## src/rtl/pdc_pkg.sv

```systemverilog
package pdc_pkg;

  typedef enum logic [3:0] {
    ST_IDLE,
    ST_WAIT_H,
    ST_WAIT_L,
    ST_LEAD_H,
    ST_LEAD_L,
    ST_PIX_H,
    ST_PIX_L,
    ST_DONE,
    ST_ABORT
  } seqState_t;

  typedef struct packed {
    logic clrAll;    // new capture: zero every counter
    logic waitInc;   // one more ready-wait pulse spent
    logic sampleEn;  // capture pixIn into the sample register
    logic writeEn;   // write the held sample to the buffer
    logic advance;   // one pixel pulse completed
  } seqStrobe_t;

endpackage

```

## src/rtl/pdc_datapath.sv

```systemverilog
module pdc_datapath
  import pdc_pkg::*;
#(
  parameter int PIX_W      = 6,
  parameter int ROW_LEN    = 128,
  parameter int DECIM      = 4,
  parameter int ADDR_W     = 10,
  parameter int WAIT_LIMIT = 4096
) (
  input  logic              clk,
  input  logic              rstN,
  input  seqStrobe_t        stb,
  input  logic [PIX_W-1:0]  pixIn,
  output logic              keepNow,
  output logic              lastAddr,
  output logic              waitExpired,
  output logic [ADDR_W-1:0] bufAddr,
  output logic [PIX_W-1:0]  bufData,
  output logic              bufWe
);

  localparam int COL_W = $clog2(ROW_LEN);
  localparam int DEC_W = $clog2(DECIM);
  localparam int WAIT_W = (WAIT_LIMIT > 1) ? $clog2(WAIT_LIMIT) : 1;
  localparam logic [COL_W-1:0]  COL_LAST  = COL_W'(ROW_LEN - 1);
  localparam logic [DEC_W-1:0]  ROW_LAST  = DEC_W'(DECIM - 1);
  localparam logic [ADDR_W-1:0] ADDR_LAST = '1;
  localparam logic [WAIT_W-1:0] WAIT_LAST = WAIT_W'(WAIT_LIMIT - 1);

  logic [COL_W-1:0]  colCnt;
  logic [DEC_W-1:0]  rowPhase;
  logic [ADDR_W-1:0] addr;
  logic [WAIT_W-1:0] waitCnt;
  logic [PIX_W-1:0]  sample;

  // Column / row-phase position within the pixel stream
  always_ff @(posedge clk or negedge rstN) begin
    if (!rstN) begin
      colCnt   <= '0;
      rowPhase <= '0;
    end else if (stb.clrAll) begin
      colCnt   <= '0;
      rowPhase <= '0;
    end else if (stb.advance) begin
      if (colCnt == COL_LAST) begin
        colCnt   <= '0;
        rowPhase <= (rowPhase == ROW_LAST) ? '0 : rowPhase + 1'b1;
      end else begin
        colCnt <= colCnt + 1'b1;
      end
    end
  end

  // Buffer address counter
  always_ff @(posedge clk or negedge rstN) begin
    if (!rstN) begin
      addr <= '0;
    end else if (stb.clrAll) begin
      addr <= '0;
    end else if (stb.writeEn) begin
      addr <= addr + 1'b1;
    end
  end

  // Ready-wait pulse budget
  always_ff @(posedge clk or negedge rstN) begin
    if (!rstN) begin
      waitCnt <= '0;
    end else if (stb.clrAll) begin
      waitCnt <= '0;
    end else if (stb.waitInc) begin
      waitCnt <= waitCnt + 1'b1;
    end
  end

  // Pixel sample register
  always_ff @(posedge clk or negedge rstN) begin
    if (!rstN) begin
      sample <= '0;
    end else if (stb.sampleEn) begin
      sample <= pixIn;
    end
  end

  assign keepNow     = (colCnt[DEC_W-1:0] == '0) && (rowPhase == '0);
  assign lastAddr    = (addr == ADDR_LAST);
  assign waitExpired = (waitCnt == WAIT_LAST);
  assign bufAddr     = addr;
  assign bufData     = sample;
  assign bufWe       = stb.writeEn;

endmodule

```

## src/rtl/pdc_control.sv

```systemverilog
module pdc_control
  import pdc_pkg::*;
(
  input  logic       clk,
  input  logic       rstN,
  input  logic       start,
  input  logic       readIn,
  input  logic       keepNow,
  input  logic       lastAddr,
  input  logic       waitExpired,
  output seqStrobe_t stb,
  output logic       sensClk,
  output logic       done,
  output logic       waitTimeout
);

  seqState_t state, nextState;
  logic      readSeen;

  always_comb begin
    nextState = state;
    stb       = '0;
    unique case (state)
      ST_IDLE: begin
        if (start) begin
          stb.clrAll = 1'b1;
          nextState  = ST_WAIT_H;
        end
      end
      ST_WAIT_H: nextState = ST_WAIT_L;
      ST_WAIT_L: begin
        if (readSeen) begin
          nextState = ST_LEAD_H;
        end else if (waitExpired) begin
          nextState = ST_ABORT;
        end else begin
          stb.waitInc = 1'b1;
          nextState   = ST_WAIT_H;
        end
      end
      ST_LEAD_H: nextState = ST_LEAD_L;
      ST_LEAD_L: nextState = ST_PIX_H;
      ST_PIX_H: begin
        stb.sampleEn = keepNow;
        nextState    = ST_PIX_L;
      end
      ST_PIX_L: begin
        stb.advance = 1'b1;
        stb.writeEn = keepNow;
        nextState   = (keepNow && lastAddr) ? ST_DONE : ST_PIX_H;
      end
      ST_DONE:  nextState = ST_IDLE;
      ST_ABORT: nextState = ST_IDLE;
      default:  nextState = ST_IDLE;
    endcase
  end

  always_ff @(posedge clk or negedge rstN) begin
    if (!rstN) begin
      state    <= ST_IDLE;
      sensClk  <= 1'b0;
      readSeen <= 1'b0;
    end else begin
      state    <= nextState;
      sensClk  <= (nextState == ST_WAIT_H) || (nextState == ST_LEAD_H) ||
                  (nextState == ST_PIX_H);
      if (state == ST_WAIT_H) begin
        readSeen <= readIn;
      end else if (state == ST_IDLE) begin
        readSeen <= 1'b0;
      end
    end
  end

  assign done        = (state == ST_DONE);
  assign waitTimeout = (state == ST_ABORT);

endmodule

```

## src/rtl/pixel_decim_capture.sv

```systemverilog
module pixel_decim_capture
  import pdc_pkg::*;
#(
  parameter int PIX_W      = 6,
  parameter int ROW_LEN    = 128,
  parameter int DECIM      = 4,
  parameter int ADDR_W     = 10,
  parameter int WAIT_LIMIT = 4096
) (
  input  logic              clk,
  input  logic              rstN,
  input  logic              start,
  input  logic              readIn,
  input  logic [PIX_W-1:0]  pixIn,
  output logic              sensClk,
  output logic [ADDR_W-1:0] bufAddr,
  output logic [PIX_W-1:0]  bufData,
  output logic              bufWe,
  output logic              done,
  output logic              waitTimeout
);

  seqStrobe_t stb;
  logic       keepNow;
  logic       lastAddr;
  logic       waitExpired;

  pdc_control u_ctl (
    .clk         (clk),
    .rstN        (rstN),
    .start       (start),
    .readIn      (readIn),
    .keepNow     (keepNow),
    .lastAddr    (lastAddr),
    .waitExpired (waitExpired),
    .stb         (stb),
    .sensClk     (sensClk),
    .done        (done),
    .waitTimeout (waitTimeout)
  );

  pdc_datapath #(
    .PIX_W      (PIX_W),
    .ROW_LEN    (ROW_LEN),
    .DECIM      (DECIM),
    .ADDR_W     (ADDR_W),
    .WAIT_LIMIT (WAIT_LIMIT)
  ) u_dp (
    .clk         (clk),
    .rstN        (rstN),
    .stb         (stb),
    .pixIn       (pixIn),
    .keepNow     (keepNow),
    .lastAddr    (lastAddr),
    .waitExpired (waitExpired),
    .bufAddr     (bufAddr),
    .bufData     (bufData),
    .bufWe       (bufWe)
  );

endmodule

```

## config.mk

```make
export PLATFORM = sky130hd
export DESIGN_NAME = pixel_decim_capture
export DESIGN_NICKNAME = d
export VERILOG_FILES = /design/src/rtl/pdc_pkg.sv /design/src/rtl/pdc_datapath.sv /design/src/rtl/pdc_control.sv /design/src/rtl/pixel_decim_capture.sv
export SDC_FILE = /design/constraint.sdc
export NUM_CORES = 1
export LEC_CHECK = 0
export BUFFER_PORTS_ARGS = -buffer_cell sky130_fd_sc_hd__buf_2
export CAP_MARGIN = 40
export CORE_ASPECT_RATIO = 0.8
export CORE_MARGIN = 1.5
export CORE_UTILIZATION = 25
export DETAILED_ROUTE_END_ITERATION = 7
export PLACE_DENSITY = 0.5
export RECOVER_POWER = 25
export SLEW_MARGIN = 40
export SYNTH_ARGS = -nofsm -noshare
export SYNTH_HDL_FRONTEND = slang
export SYNTH_SLANG_ARGS = --single-unit
```

## constraint.sdc

```tcl
create_clock -name clk -period 2.75 [get_ports clk]
set_input_delay 0.55 -clock clk [delete_from_list [all_inputs] [get_ports clk]]
set_output_delay 0.55 -clock clk [all_outputs]
set_load 0.1 [all_outputs]
```

## Word level (Yosys, flattened, before mapping)

Index checks and enable logic that the tools add are counted.

- Flip-flop bits (word level): 43
- Output and inout bits: 20

- Add/subtract/negate cells: 4
- Mux-type cells: 25
- Eq/ne operators: 15
- Reduce and logical (&&, ||, !) cells: 13

Operators by type and width:

| cell | number |
|---|---|
| 4-bit one-hot mux with 7 select lines | 1 |
| 12-bit two-way mux | 2 |
| 7-bit two-way mux | 3 |
| 4-bit by 3-bit == test with 1-bit output (second input constant) | 5 |
| 10-bit two-way mux | 2 |
| 12-bit by 1-bit adder with 12-bit output (second input constant) | 1 |
| 12-bit == test (second input constant) | 1 |
| 4-bit by 2-bit == test with 1-bit output (second input constant) | 3 |
| 2-bit two-way mux | 6 |
| 4-bit two-way mux | 3 |
| 10-bit by 1-bit adder with 10-bit output (second input constant) | 1 |
| 10-bit == test (second input constant) | 1 |
| 2-bit nonzero test | 5 |
| 4-bit by 1-bit == test with 1-bit output (second input constant) | 2 |
| 1-bit two-way mux | 8 |
| 7-bit by 1-bit adder with 7-bit output (second input constant) | 1 |
| 7-bit == test (second input constant) | 1 |
| 4-bit == test (second input constant) | 1 |
| 2-bit logical NOT | 2 |
| 4-bit logical NOT | 1 |
| 2-bit by 1-bit adder with 2-bit output (second input constant) | 1 |
| 2-bit == test (second input constant) | 1 |
| 1-bit logical AND | 2 |
| 1-bit logical OR | 2 |
| 2-bit AND reduction | 1 |

## Longest topological paths before layout

- Depth in word-level cells: 8
- Gate-level depth with buffers: 7

## Modules after synthesis

Synthesis repeated with hierarchy kept, for this count alone.

- Cells, all modules: 223
- Area total of the unflattened synthesis: 2199.6 µm²

Modules (own cells, without submodules):

| module | area each (µm²) | seq. area each (µm²) | times used | cells each |
|---|---|---|---|---|
| pdc_datapath | 1830.5 | 925.9 | 1 | 179 |
| pdc_control | 369.1 | 150.1 | 1 | 44 |

## Least setup slack after synthesis

OpenSTA, ideal clock, no wires.

- Kind: flip-flop to output port
- Start: register u_ctl.state[2]
- End: output waitTimeout
- Path buffers: 0
- Stages on the path, launching flop included: 2
- Data arrival time: 3.584 ns
- Slack: -1.384 ns
- Cells stage by stage: dfrtp_1 nor4b_1

- Longest elaborated chain between the ends: 1

RTL lines:

| what | line | text |
|---|---|---|
| start, declared | pdc_control.sv:17 | `seqState_t state, nextState;` |
| start signal, assigned | pdc_control.sv:64 | `state <= nextState;` |
| 4-bit == test | pdc_control.sv:76 | `assign waitTimeout = (state == ST_ABORT);` |
| end, declared | pixel_decim_capture.sv:20 | `output logic waitTimeout` |

No other way between the ends.

## Final worst setup path

- Start: register u_dp.colCnt[0]
- End: output bufWe

- Longest elaborated chain between the ends: 3

RTL lines:

| what | line | text |
|---|---|---|
| start, declared | pdc_datapath.sv:30 | `logic [COL_W-1:0] colCnt;` |
| start signal, assigned | pdc_datapath.sv:49 | `colCnt <= colCnt + 1'b1;` |
| 2-bit logical NOT | pdc_datapath.sv:85 | `assign keepNow = (colCnt[DEC_W-1:0] == '0) && (rowPhase == '0);` |
| 1-bit logical AND | pdc_datapath.sv:85 |  |
| 2-bit two-way mux | pdc_control.sv:23 | `unique case (state)` |
| end, declared | pixel_decim_capture.sv:18 | `output logic bufWe,` |

No other way between the ends.

==> impl_metrics.tcl <==
set metrics [dict create \
    antenna_cells 0 \
    hpwl_um 3438 \
    period_needed_ns 2.405 \
    antenna_found_initial 0 \
    netlist.area_leader.share_pct 48.81 \
    routed_wl_um 4770 \
    vdd_drop_max_mv 0.6134 \
    synth_compound_area_share_pct 10.56 \
    initialDrtViolationCount 52 \
    p_comb_share_pct 46.7 \
    status "complete, no violations" \
    critPathMaxStageDelay_ns 0.46 \
    cp_data_arrival_time_ns 1.85 \
    fmax_mhz 415.9 \
    place_area_sq_um 2494 \
    ant_nets 0 \
    synthCells 220 \
    design.core.area_sq_um 8521 \
    cts_buffers 5 \
    die-height_um 86.99 \
    reg2reg_from "u_ctl.state[3]$_DFF_PN0_" \
    synth_fa_ha_area_share_pct 3.405 \
    crit_fanout 4 \
    cpMaxStageDelayCell "buf_2" \
    highest_layer "met4" \
    drt_first_pass_iters 4 \
    synthArstFlopShare_pct 100.0 \
    critPathKind "flop to output pin" \
    avgViaCountPerCell 4.792 \
    crit_start "u_dp.colCnt[0]$_DFFE_PN0P_" \
    synth_cell_types 38 \
    cp-start-kind "flop" \
    ys.flop_type "dfrtp_1" \
    cp_top_family "buffers and inverters" \
    die_w_um 108.0 \
    crit_path_cell_trace "inv_1, ha_1, and4b_1, and2_1, buf_2" \
    relSlewSlack_pct 34.07 \
    cts_max_path_buffers 2 \
    routedWlPerCell_um 13.07 \
    drive_gt1_share_pct 20.55 \
    crit_path_end_kind "output pin" \
    max_slew.worst_pin.slew_ns 0.9890 \
    rsz0062_at_grt "no" \
    clk_latency_ns 0.30 \
    syn_area_sq_um 2205 \
    p_clk_share_pct 15.9 \
    synthMuxAreaShare_pct 6.243 \
    synth_area_leaders "dfrtp_1 49%, ha_1 3.4%, mux2i_1 3.2%" \
    drv_cap 0 \
    cts_resized 0 \
    fillers 893 \
    crit_buf_inv 2 \
    p_leak_nw 1.159 \
    grt_pass1_wl_um 8010 \
    power.total_mw 2.533 \
    gp_congestion 0.7970 \
    ys_ff_latch 43 \
    postLayoutCellArea_sq_um 2575 \
    synth_common_cells "43 x dfrtp_1, 16 x nand2_1, 14 x nand3_1" \
    cts_setup_buffers 0 \
    power.internal_mw 1.248 \
    switchingPower_mw 1.285 \
    switching_share_pct 50.73 \
    fin_skew_ns 0.01261 \
    clock-sinks 43 \
    synth_edf_count 0 \
    synth-xor-area-share_pct 2.781 \
    track_usage_pct 10.98 \
    initial_core_util_pct 25.87 \
    power_density_nw_per_um2 983.7 \
    hold_path.class "primary input to async pin" \
    ys_warn_count 0 \
    fp.dieArea_sq_um 9394 \
    fin_nets 268 \
    wl_met2_um 2058 \
    yosysMostFrequentCell "dfrtp_1" \
    wl_met1_um 2481 \
    grt-ovfl-total 0 \
    area_growth_syn_to_layout_pct 16.80 \
    syn-num-nets 236 \
    h-tree-depth 2 \
    pwr-share-seq_pct 37.4 \
    io_pins 30 \
    postCtsHoldBufs 0 \
    synth_top_cell_by_area "dfrtp_1" \
    clk_pin_slew_ns 0.09 \
    synth_seq_area_share_pct 48.81 \
    finalSetupTns_ns 0 \
    met3WireLength_um 170 \
    syn_avg_cell_area_sq_um 10.02 \
    grt_pass1_vias 1660 \
    root_buffer "clkbuf_8" \
    setup_violations 0 \
    slew_violations 0 \
    hold_slack_ns 0.3807 \
    grt_max_degree 27 \
    synth_top_family_by_area "simple AND/OR/NAND/NOR gates" \
    vias 1749 \
    timing_hold_violations_final 0 \
    rows 30 \
    tritoncts "done" \
    drc 0 \
    min_period_over_period_pct 87.44 \
    synth-simple-area-share_pct 24.63 \
    required_ns 2.20 \
    portBuffers 29 \
]
==> registers in the layout, summed over array words and instances, names as in the netlist <==
| register | flops |
|---|---|
| u_dp.bufAddr | 10 |
| u_ctl.state | 4 |
| u_ctl.readSeen | 1 |
| u_dp.colCnt | 7 |
| u_dp.rowPhase | 2 |
| u_dp.bufData | 6 |
| u_dp.waitCnt | 12 |
| u_ctl.sensClk | 1 |
==> cell type report <==
type	instances	area, sq um	share of cell area, %
clock inverters	2	12.51	0.4859
clock buffers	6	72.57	2.818
flip-flops and latches	43	1076	41.79
repair buffers	33	171.4	6.657
multi-input cells	158	1061	41.21
inverters	11	41.29	1.603
well taps	112	140.1	5.442
==> logic make-up after synthesis <==
family / after synthesis
buffers and inverters: 19
adders and majority gates: 6
DFF: 43
xor gates and xnor gates: 7
and+or+nand+nor: 94
muxes: 13
AOI/OAI and AO/OA: 38
==> metrics by stage <==
stage,setup WS (ns),instances,utilization [%]
finish,0.3454,365,30.22
global placement,0.6679,357,29.27
CTS,0.3267,365,30.26
global route,0.2178,365,30.22
floorplan,0.01083,220,-
detailed placement,0.6552,357,29.27
==> worst register-to-register path, stage by stage (launching register included) <==
cell	delay [ns]
dfrtp_1	0.49
or4b_4	0.63
nand2b_4	0.18
or4_1	0.52
mux2i_1	0.14
==> layer usage <==
| layer | vias up | GRT usage [%] |
|---|---|---|
| met2 | 28 | 17.03 |
| met3 | 7 | 2.767 |
| met4 | 0 | 2.871 |
| li1 | 859 | - |
| met5 | - | 0 |
| met1 | 855 | 15.25 |
==> path summary, 6_finish.rpt <==
| kind | to | slack, ns | cells after the start |
|---|---|---|---|
| min in group clk | u_dp.bufData[3]$_DFFE_PN0P_ | 0.48 | 2 |
| max in group asynchronous | u_dp.colCnt[4]$_DFFE_PN0P_ | 1.19 | 2 |
| worst min register to register | u_dp.bufData[3]$_DFFE_PN0P_ | 0.51 | 1 |
| worst max register to register | u_dp.waitCnt[5]$_DFFE_PN0P_ | 0.70 | 4 |
| worst max-delay path | bufWe | 0.35 | 5 |
| worst min-delay path | u_dp.waitCnt[2]$_DFFE_PN0P_ | 0.38 | 1 |
==> power groups by stage <==
stage | clock network, mW | registers, mW | logic (mW)
after floorplan | 0 | 1.44 | 0.460
after CTS | 0.424 | 0.945 | 1.19
after detailed placement | 0 | 0.956 | 1.19
final | 0.404 | 0.947 | 1.18
after global routing | 0.448 | 0.978 | 1.27
after global placement | 0 | 0.953 | 1.18
==> cells in the final DEF, fill, tap and decap left out, drive strengths merged, types with 6 or more instances in the layout <==
cell type,instances
mux2,6
nand2,16
clkbuf,8
a21oi,12
nor2,13
ha,6
nand3,14
dfrtp,43
o21ai,7
inv,11
nand4,8
nor3,6
mux2i,7
buf,31
(Power assumes the default switching activity.)
